**src/rtl/aes_seq_pkg.sv**
```systemverilog
package aes_seq_pkg;

    localparam logic [1:0] OP_FWD  = 2'b01;
    localparam logic [1:0] OP_INV  = 2'b10;
    localparam logic [1:0] KL_128  = 2'd0;
    localparam logic [1:0] KL_192  = 2'd1;
    localparam logic [1:0] KL_256  = 2'd2;
    localparam logic [1:0] KL_BAD  = 2'd3;

    typedef enum logic [2:0] {
        ST_IDLE  = 3'd0,
        ST_INIT  = 3'd1,
        ST_ROUND = 3'd2,
        ST_FINAL = 3'd3,
        ST_ERROR = 3'd4
    } seq_state_e;

    typedef enum logic [1:0] {
        SSEL_INPUT = 2'd0,
        SSEL_ROUND = 2'd1,
        SSEL_CLEAR = 2'd2
    } state_src_e;

    typedef enum logic [1:0] {
        ARK_HELD    = 2'd0,
        ARK_MIXED   = 2'd1,
        ARK_SHIFTED = 2'd2
    } ark_src_e;

    typedef enum logic [1:0] {
        FK_ENC_INIT = 2'd0,
        FK_DEC_INIT = 2'd1,
        FK_EXPAND   = 2'd2,
        FK_CLEAR    = 2'd3
    } fkey_src_e;

    typedef enum logic [1:0] {
        KW_LOW  = 2'd0,
        KW_MID  = 2'd1,
        KW_HIGH = 2'd2,
        KW_ZERO = 2'd3
    } kword_e;

    typedef enum logic [1:0] {
        PH_FIRST = 2'd0,
        PH_MID   = 2'd1,
        PH_LAST  = 2'd2
    } phase_e;

    function automatic int unsigned rounds_for(input logic [1:0] kl);
        case (kl)
            KL_192:  return 12;
            KL_256:  return 14;
            default: return 10;
        endcase
    endfunction

endpackage

```
**src/rtl/aes_seq_rnd_ctr.sv**
```systemverilog
module aes_seq_rnd_ctr
    import aes_seq_pkg::*;
#(
    parameter int RND_W = 4
) (
    input  logic             clk,
    input  logic             rst_n,
    input  logic             clr,
    input  logic             inc,
    input  logic [1:0]       klen,
    output logic [RND_W-1:0] rnd,
    output logic             at_last_mid
);
    logic [RND_W-1:0] rnd_q;
    logic [RND_W-1:0] last_mid;

    always_comb begin
        last_mid = RND_W'(rounds_for(klen) - 1);
    end

    always_ff @(posedge clk or negedge rst_n) begin
        if (!rst_n) begin
            rnd_q <= '0;
        end else if (clr) begin
            rnd_q <= '0;
        end else if (inc) begin
            rnd_q <= rnd_q + 1'b1;
        end
    end

    assign rnd         = rnd_q;
    assign at_last_mid = (rnd_q == last_mid);
endmodule

```
**src/rtl/aes_seq_sel_map.sv**
```systemverilog
module aes_seq_sel_map
    import aes_seq_pkg::*;
(
    input  phase_e     phase,
    input  logic       inv,
    input  logic       keygen,
    input  logic [1:0] klen,
    output kword_e     kword,
    output ark_src_e   ark,
    output logic       rkey_mix
);
    always_comb begin
        kword = KW_LOW;
        if (keygen) begin
            kword = KW_ZERO;
        end else if (phase == PH_FIRST) begin
            unique case (klen)
                KL_192:  kword = inv ? KW_MID  : KW_LOW;
                KL_256:  kword = inv ? KW_HIGH : KW_LOW;
                default: kword = KW_LOW;
            endcase
        end else begin
            unique case (klen)
                KL_192:  kword = inv ? KW_LOW : KW_MID;
                KL_256:  kword = inv ? KW_LOW : KW_HIGH;
                default: kword = KW_LOW;
            endcase
        end
    end

    always_comb begin
        unique case (phase)
            PH_FIRST: ark = ARK_HELD;
            PH_MID:   ark = ARK_MIXED;
            PH_LAST:  ark = ARK_SHIFTED;
            default:  ark = ARK_HELD;
        endcase
    end

    assign rkey_mix = (phase == PH_MID) && inv && !keygen;
endmodule

```
**src/rtl/aes_seq_fsm.sv**
```systemverilog
module aes_seq_fsm
    import aes_seq_pkg::*;
(
    input  logic       clk,
    input  logic       rst_n,
    input  logic       in_valid,
    input  logic [1:0] op_sel,
    input  logic [1:0] key_len,
    input  logic       keygen,
    input  logic       out_ready,
    input  logic       sb_req,
    input  logic       kexp_req,
    input  logic       sel_fault,
    input  logic       at_last_mid,
    output logic       in_ready,
    output logic       out_valid,
    output logic       alert,
    output logic       sb_en,
    output logic       sb_ack,
    output logic       kexp_en,
    output logic       kexp_ack,
    output logic       state_we,
    output state_src_e state_sel,
    output logic       fkey_we,
    output fkey_src_e  fkey_sel,
    output logic       dkey_we,
    output logic       prng_upd,
    output logic       rnd_clr,
    output logic       rnd_inc,
    output phase_e     phase,
    output logic       inv_q,
    output logic       keygen_q,
    output logic [1:0] klen_q
);
    seq_state_e st_q, st_d;
    logic       cfg_ok;
    logic       cfg_load;
    logic       step;

    assign cfg_ok = ((op_sel == OP_FWD) || (op_sel == OP_INV)) && (key_len != KL_BAD);

    // State register
    always_ff @(posedge clk or negedge rst_n) begin
        if (!rst_n) begin
            st_q <= ST_IDLE;
        end else begin
            st_q <= st_d;
        end
    end

    // Configuration captured at acceptance
    always_ff @(posedge clk or negedge rst_n) begin
        if (!rst_n) begin
            inv_q    <= 1'b0;
            keygen_q <= 1'b0;
            klen_q   <= KL_128;
        end else if (cfg_load) begin
            inv_q    <= (op_sel == OP_INV);
            keygen_q <= keygen;
            klen_q   <= key_len;
        end
    end

    // Next state and outputs
    always_comb begin
        st_d      = st_q;
        in_ready  = 1'b0;
        out_valid = 1'b0;
        alert     = 1'b0;
        sb_en     = 1'b0;
        sb_ack    = 1'b0;
        kexp_en   = 1'b0;
        kexp_ack  = 1'b0;
        state_we  = 1'b0;
        state_sel = SSEL_ROUND;
        fkey_we   = 1'b0;
        fkey_sel  = FK_EXPAND;
        dkey_we   = 1'b0;
        prng_upd  = 1'b0;
        rnd_clr   = 1'b0;
        rnd_inc   = 1'b0;
        cfg_load  = 1'b0;
        step      = 1'b0;
        phase     = PH_MID;

        unique case (st_q)
            ST_IDLE: begin
                in_ready = 1'b1;
                phase    = PH_FIRST;
                if (in_valid) begin
                    if (!cfg_ok) begin
                        st_d = ST_ERROR;
                    end else begin
                        cfg_load  = 1'b1;
                        prng_upd  = 1'b1;
                        rnd_clr   = 1'b1;
                        state_we  = !keygen;
                        state_sel = SSEL_INPUT;
                        fkey_we   = 1'b1;
                        fkey_sel  = (keygen || op_sel == OP_FWD) ? FK_ENC_INIT : FK_DEC_INIT;
                        st_d      = ST_INIT;
                    end
                end
            end

            ST_INIT: begin
                phase = PH_FIRST;
                if (klen_q == KL_256) begin
                    step = 1'b1;
                end else begin
                    kexp_en = 1'b1;
                    if (kexp_req) begin
                        kexp_ack = 1'b1;
                        fkey_we  = 1'b1;
                        step     = 1'b1;
                    end
                end
                if (step) begin
                    state_we = !keygen_q;
                    rnd_inc  = 1'b1;
                    prng_upd = 1'b1;
                    st_d     = ST_ROUND;
                end
            end

            ST_ROUND: begin
                phase   = PH_MID;
                sb_en   = !keygen_q;
                kexp_en = 1'b1;
                if (kexp_req && (keygen_q || sb_req)) begin
                    sb_ack   = !keygen_q;
                    kexp_ack = 1'b1;
                    fkey_we  = 1'b1;
                    state_we = !keygen_q;
                    rnd_inc  = 1'b1;
                    prng_upd = 1'b1;
                    if (at_last_mid) begin
                        if (keygen_q) begin
                            dkey_we = 1'b1;
                            st_d    = ST_IDLE;
                        end else begin
                            st_d    = ST_FINAL;
                        end
                    end
                end
            end

            ST_FINAL: begin
                phase     = PH_LAST;
                sb_en     = 1'b1;
                out_valid = sb_req;
                if (sb_req && out_ready) begin
                    sb_ack    = 1'b1;
                    state_we  = 1'b1;
                    state_sel = SSEL_CLEAR;
                    st_d      = ST_IDLE;
                end
            end

            ST_ERROR: begin
                alert = 1'b1;
            end

            default: begin
                st_d = ST_ERROR;
            end
        endcase

        if (sel_fault) begin
            in_ready  = 1'b0;
            out_valid = 1'b0;
            state_we  = 1'b0;
            fkey_we   = 1'b0;
            dkey_we   = 1'b0;
            sb_ack    = 1'b0;
            kexp_ack  = 1'b0;
            rnd_inc   = 1'b0;
            rnd_clr   = 1'b0;
            prng_upd  = 1'b0;
            cfg_load  = 1'b0;
            st_d      = ST_ERROR;
        end
    end
endmodule

```
**src/rtl/aes_round_seq.sv**
```systemverilog
module aes_round_seq
    import aes_seq_pkg::*;
#(
    parameter int RND_W = 4
) (
    input  logic             clk,
    input  logic             rst_n,
    input  logic             in_valid,
    output logic             in_ready,
    input  logic [1:0]       op_sel,
    input  logic [1:0]       key_len,
    input  logic             keygen,
    output logic             out_valid,
    input  logic             out_ready,
    output logic             sb_en,
    input  logic             sb_req,
    output logic             sb_ack,
    output logic             kexp_en,
    input  logic             kexp_req,
    output logic             kexp_ack,
    output logic             kexp_inv,
    output logic [RND_W-1:0] kexp_round,
    output logic [1:0]       state_sel,
    output logic             state_we,
    output logic [1:0]       ark_sel,
    output logic [1:0]       fkey_sel,
    output logic             fkey_we,
    output logic             dkey_we,
    output logic [1:0]       kword_sel,
    output logic             rkey_mix,
    output logic             prng_upd,
    input  logic             sel_fault,
    output logic             alert
);
    state_src_e ssel;
    fkey_src_e  fsel;
    ark_src_e   ark;
    kword_e     kword;
    phase_e     phase;
    logic       rnd_clr, rnd_inc, at_last_mid;
    logic       inv_q, keygen_q;
    logic [1:0] klen_q;

    aes_seq_fsm u_fsm (
        .clk        (clk),
        .rst_n      (rst_n),
        .in_valid   (in_valid),
        .op_sel     (op_sel),
        .key_len    (key_len),
        .keygen     (keygen),
        .out_ready  (out_ready),
        .sb_req     (sb_req),
        .kexp_req   (kexp_req),
        .sel_fault  (sel_fault),
        .at_last_mid(at_last_mid),
        .in_ready   (in_ready),
        .out_valid  (out_valid),
        .alert      (alert),
        .sb_en      (sb_en),
        .sb_ack     (sb_ack),
        .kexp_en    (kexp_en),
        .kexp_ack   (kexp_ack),
        .state_we   (state_we),
        .state_sel  (ssel),
        .fkey_we    (fkey_we),
        .fkey_sel   (fsel),
        .dkey_we    (dkey_we),
        .prng_upd   (prng_upd),
        .rnd_clr    (rnd_clr),
        .rnd_inc    (rnd_inc),
        .phase      (phase),
        .inv_q      (inv_q),
        .keygen_q   (keygen_q),
        .klen_q     (klen_q)
    );

    aes_seq_rnd_ctr #(.RND_W(RND_W)) u_rnd (
        .clk        (clk),
        .rst_n      (rst_n),
        .clr        (rnd_clr),
        .inc        (rnd_inc),
        .klen       (klen_q),
        .rnd        (kexp_round),
        .at_last_mid(at_last_mid)
    );

    aes_seq_sel_map u_map (
        .phase   (phase),
        .inv     (inv_q),
        .keygen  (keygen_q),
        .klen    (klen_q),
        .kword   (kword),
        .ark     (ark),
        .rkey_mix(rkey_mix)
    );

    assign state_sel = ssel;
    assign fkey_sel  = fsel;
    assign ark_sel   = ark;
    assign kword_sel = kword;
    assign kexp_inv  = inv_q && !keygen_q;
endmodule

```
**config.mk**
```make
export PLATFORM = sky130hd
export DESIGN_NAME = aes_round_seq
export DESIGN_NICKNAME = d
export VERILOG_FILES = /design/src/rtl/aes_seq_pkg.sv /design/src/rtl/aes_seq_rnd_ctr.sv /design/src/rtl/aes_seq_sel_map.sv /design/src/rtl/aes_seq_fsm.sv /design/src/rtl/aes_round_seq.sv
export SDC_FILE = /design/constraint.sdc
export NUM_CORES = 1
export LEC_CHECK = 0
export ABC_AREA = 1
export ABC_CLOCK_PERIOD_IN_PS = 2900
export BUFFER_PORTS_ARGS = -buffer_cell sky130_fd_sc_hd__buf_2
export CORE_UTILIZATION = 50
export DETAILED_ROUTE_END_ITERATION = 10
export PLACE_DENSITY = 0.89
export SLEW_MARGIN = 20
export SYNTH_ARGS = -nofsm -noshare
export SYNTH_HDL_FRONTEND = slang
export SYNTH_SLANG_ARGS = --single-unit
```
**constraint.sdc**
```tcl
create_clock -name clk -period 2.9 [get_ports clk]
set_input_delay 0.145 -clock clk [delete_from_list [all_inputs] [get_ports clk]]
set_output_delay 0.145 -clock clk [all_outputs]
set_load 0.01 [all_outputs]
```
==> impl_metrics.toml <==
[outcome]
status = "finished, final reports clean"

[die]
core-area_um2 = 1780
die_w_um = 46.5
boundaryPins = 37
die_height_um = 46.5
rows = 15
initial_core_util = 0.555
dieArea_um2 = 2160

[setup_path]
crit_chain = "inv_1 -> ha_1 -> inv_1 -> nand2_1 -> nand3_1 -> nor2_1 -> nand2_1 -> nor4_1 -> buf_2"
cp_top_family = "simple AND/OR/NAND/NOR gates"
crit_path_end_kind = "output port"
worst-path-buf-inv = 3
start_kind = "register"
setup.worst_path.class = "reg -> out"
crit_path_max_fanout = 4
cp_slowest_cell = "dfrtp_1"
required_ns = 2.76
critPathMaxStageDelay_ns = 0.38
worstPathArrival_ns = 1.77

[cts]
cts_buffer_depth = 2
clkSlewWorstSetupHoldPaths_ns = 0.06
cts_tree = "done"
cts-root-buf = "clkbuf_4"
cts-htree-levels = 1
worstSkewPairLatency_ns = 0.27
cts_buffers = 3
clkSinkCount = 11
cts_resized = 0

[yosys]
syn-instance-count = 143
yosysTopAreaCell = "dfrtp_1"
yosys-top-cells-area = "dfrtp_1 (28%), nand2_1 (11%), inv_1 (7.6%)"
synth_top_cell_area_share = 0.278
avgSynthCellArea_um2 = 6.92
yosysSeqAreaShare = 0.278
yosysWarnings = 0
syn_nets = 160
synth_cell_types = 23
synth-seq-cells = 11
synth_area_um2 = 990

[sta]
finalHoldViolCount = 0
grt_setup_unrepaired = "false"
fmax_mhz = 524
finalClockSkew_ns = 0.00374
relSlewSlack = 0.768
worstMarginPinSlew_ns = 0.349
finalMaxSlewViolations = 0
period_share = 0.659
tns_ns = 0
setup_viol_count_final = 0
period_needed_ns = 1.91

[routing]
post_drt_wl_per_cell_um = 12.2
ant_nets = 0
routed_wl_um = 2510
drc = 0
firstDrtPassIters = 4
post_drt_via_cell_ratio = 5.33
vias = 1098
drt_iter0_drc = 65

[pwr]
seqPwrFrac = 0.315
p_clk_frac = 0.120
combPwrFrac = 0.565
p_sw_frac = 0.487
p_sw_mw = 0.427
p_leak_nw = 0.685
vdd_drop_max_mv = 0.529
power_density_nw_per_um2 = 723
p_int_mw = 0.450

[global_routing]
grt_overflow = 0
grt_start_max_net_pins = 14
grt_pass1_wl_um = 3770
antenna_found_initial = 0
grt_pass1_vias = 891
gr-usage-all-layers = 0.249

[hold_path]
hold_class = "in -> reg"

[cells_and_area]
drive_gt1_frac = 0.348
layout.nets = 199
layout_common_cells = "buf_2 (36), nand2_1 (28), inv_1 (20)"
syn_to_final_growth_pct = 22.6
layout_commonest_cell = "buf_2"
n_fill_cell = 146
n_antenna_cell = 0
stdcell_count = 206

[place]
gp_congestion = 0.898
dp_cells = 201
detailedPlacementHpwl_um = 1980
port_buffers = 36

[run]
drv_cap = 0
==> stage by stage <==
stage / area, um2 / hold slack, ns / power, mW / worst slack [ns] / utilization
final: 1210 / 0.139 / 0.877 / 0.990 / 0.681
after global routing: 1210 / 0.132 / 0.944 / 0.897 / 0.681
after CTS: 1210 / 0.133 / 0.870 / 1.03 / 0.681
after detailed placement: 1180 / 0.0279 / 0.761 / 1.26 / 0.660
after global placement: 1180 / 0.0271 / 0.738 / 1.27 / 0.660
after floorplan: 990 / -0.151 / 0.607 / 1.44 / -
==> logic make-up after synthesis <==
| logic type | count (synthesis) | share of synthesized area |
|---|---|---|
| AOI/OAI and AO/OA | 20 | 0.126 |
| and+or+nand+nor | 80 | 0.402 |
| adders and majority gates | 5 | 0.0632 |
| buffers and inverters | 24 | 0.104 |
| DFF | 11 | 0.278 |
| xor gates and xnor gates | 3 | 0.0266 |
==> worst reg2reg max path: cells and delay by family (launching register included) <==
family | cells | cell delay, ns
AND/OR/NAND/NOR | 8 | 0.70
flip-flops | 1 | 0.38
adder cells (fa/ha/maj) | 1 | 0.23
buffers and inverters | 2 | 0.19
==> cell type report <==
cell class	count	area [um2]	share of cell area
timing repair buffer	37	190	0.157
clock buffer	4	26.3	0.0216
multi-input combinational	108	612	0.504
sequential	11	275	0.227
inverter	21	78.8	0.0649
tap	25	31.3	0.0258
==> power groups by stage <==
stage	sequential [mW]	combinational [mW]	clock, mW
floorplan	0.265	0.342	0
global placement	0.272	0.466	0
detailed placement	0.276	0.485	0
CTS	0.273	0.490	0.107
global route	0.284	0.545	0.115
finish	0.276	0.496	0.105
==> sequential cells by signal, indices dropped and copies added (netlist names) <==
signal / cells
u_rnd.rnd: 4
u_fsm.st_q: 3
u_fsm.klen_q: 2
u_fsm.inv_q: 1
u_fsm.keygen_q: 1
==> worst paths after layout <==
path | start | end | slack (ns) | depth (start not counted)
min in group asynchronous | rst_n | u_rnd.rnd[2] | 0.27 | 2
max | u_fsm.klen_q[0] | dkey_we | 0.99 | 9
max reg2reg | u_fsm.klen_q[0] | u_fsm.st_q[0] | 1.29 | 11
max in group asynchronous | rst_n | u_fsm.klen_q[1] | 2.42 | 2
min | key_len[1] | u_fsm.klen_q[1] | 0.14 | 3
min reg2reg | u_fsm.klen_q[1] | u_fsm.klen_q[1] | 0.56 | 2
==> metal layers <==
layer  up-vias  track usage  wire length, um
met1       495        0.320             1060
met2        65        0.406             1220
met5         -            0                0
met4         0       0.0588               32
li1        530            -                -
met3         8       0.0745              195
==> synth_stat cells (all sizes together) <==
library cell and n:
nand4 1, o21ai 10, xor2 3, nor2 29, a21oi 9, buf 3, ha 5, o31ai 1
nand2 34, inv 21, nand3 14, dfrtp 11, nor4 2
==> repair_timing <==
action                                  CTS  global route
endpoints found under the setup margin    0             0
hold buffers                              1             0
hold endpoints to repair                 11             0
setup buffers                             0             0
(Power assumes the default switching activity.)
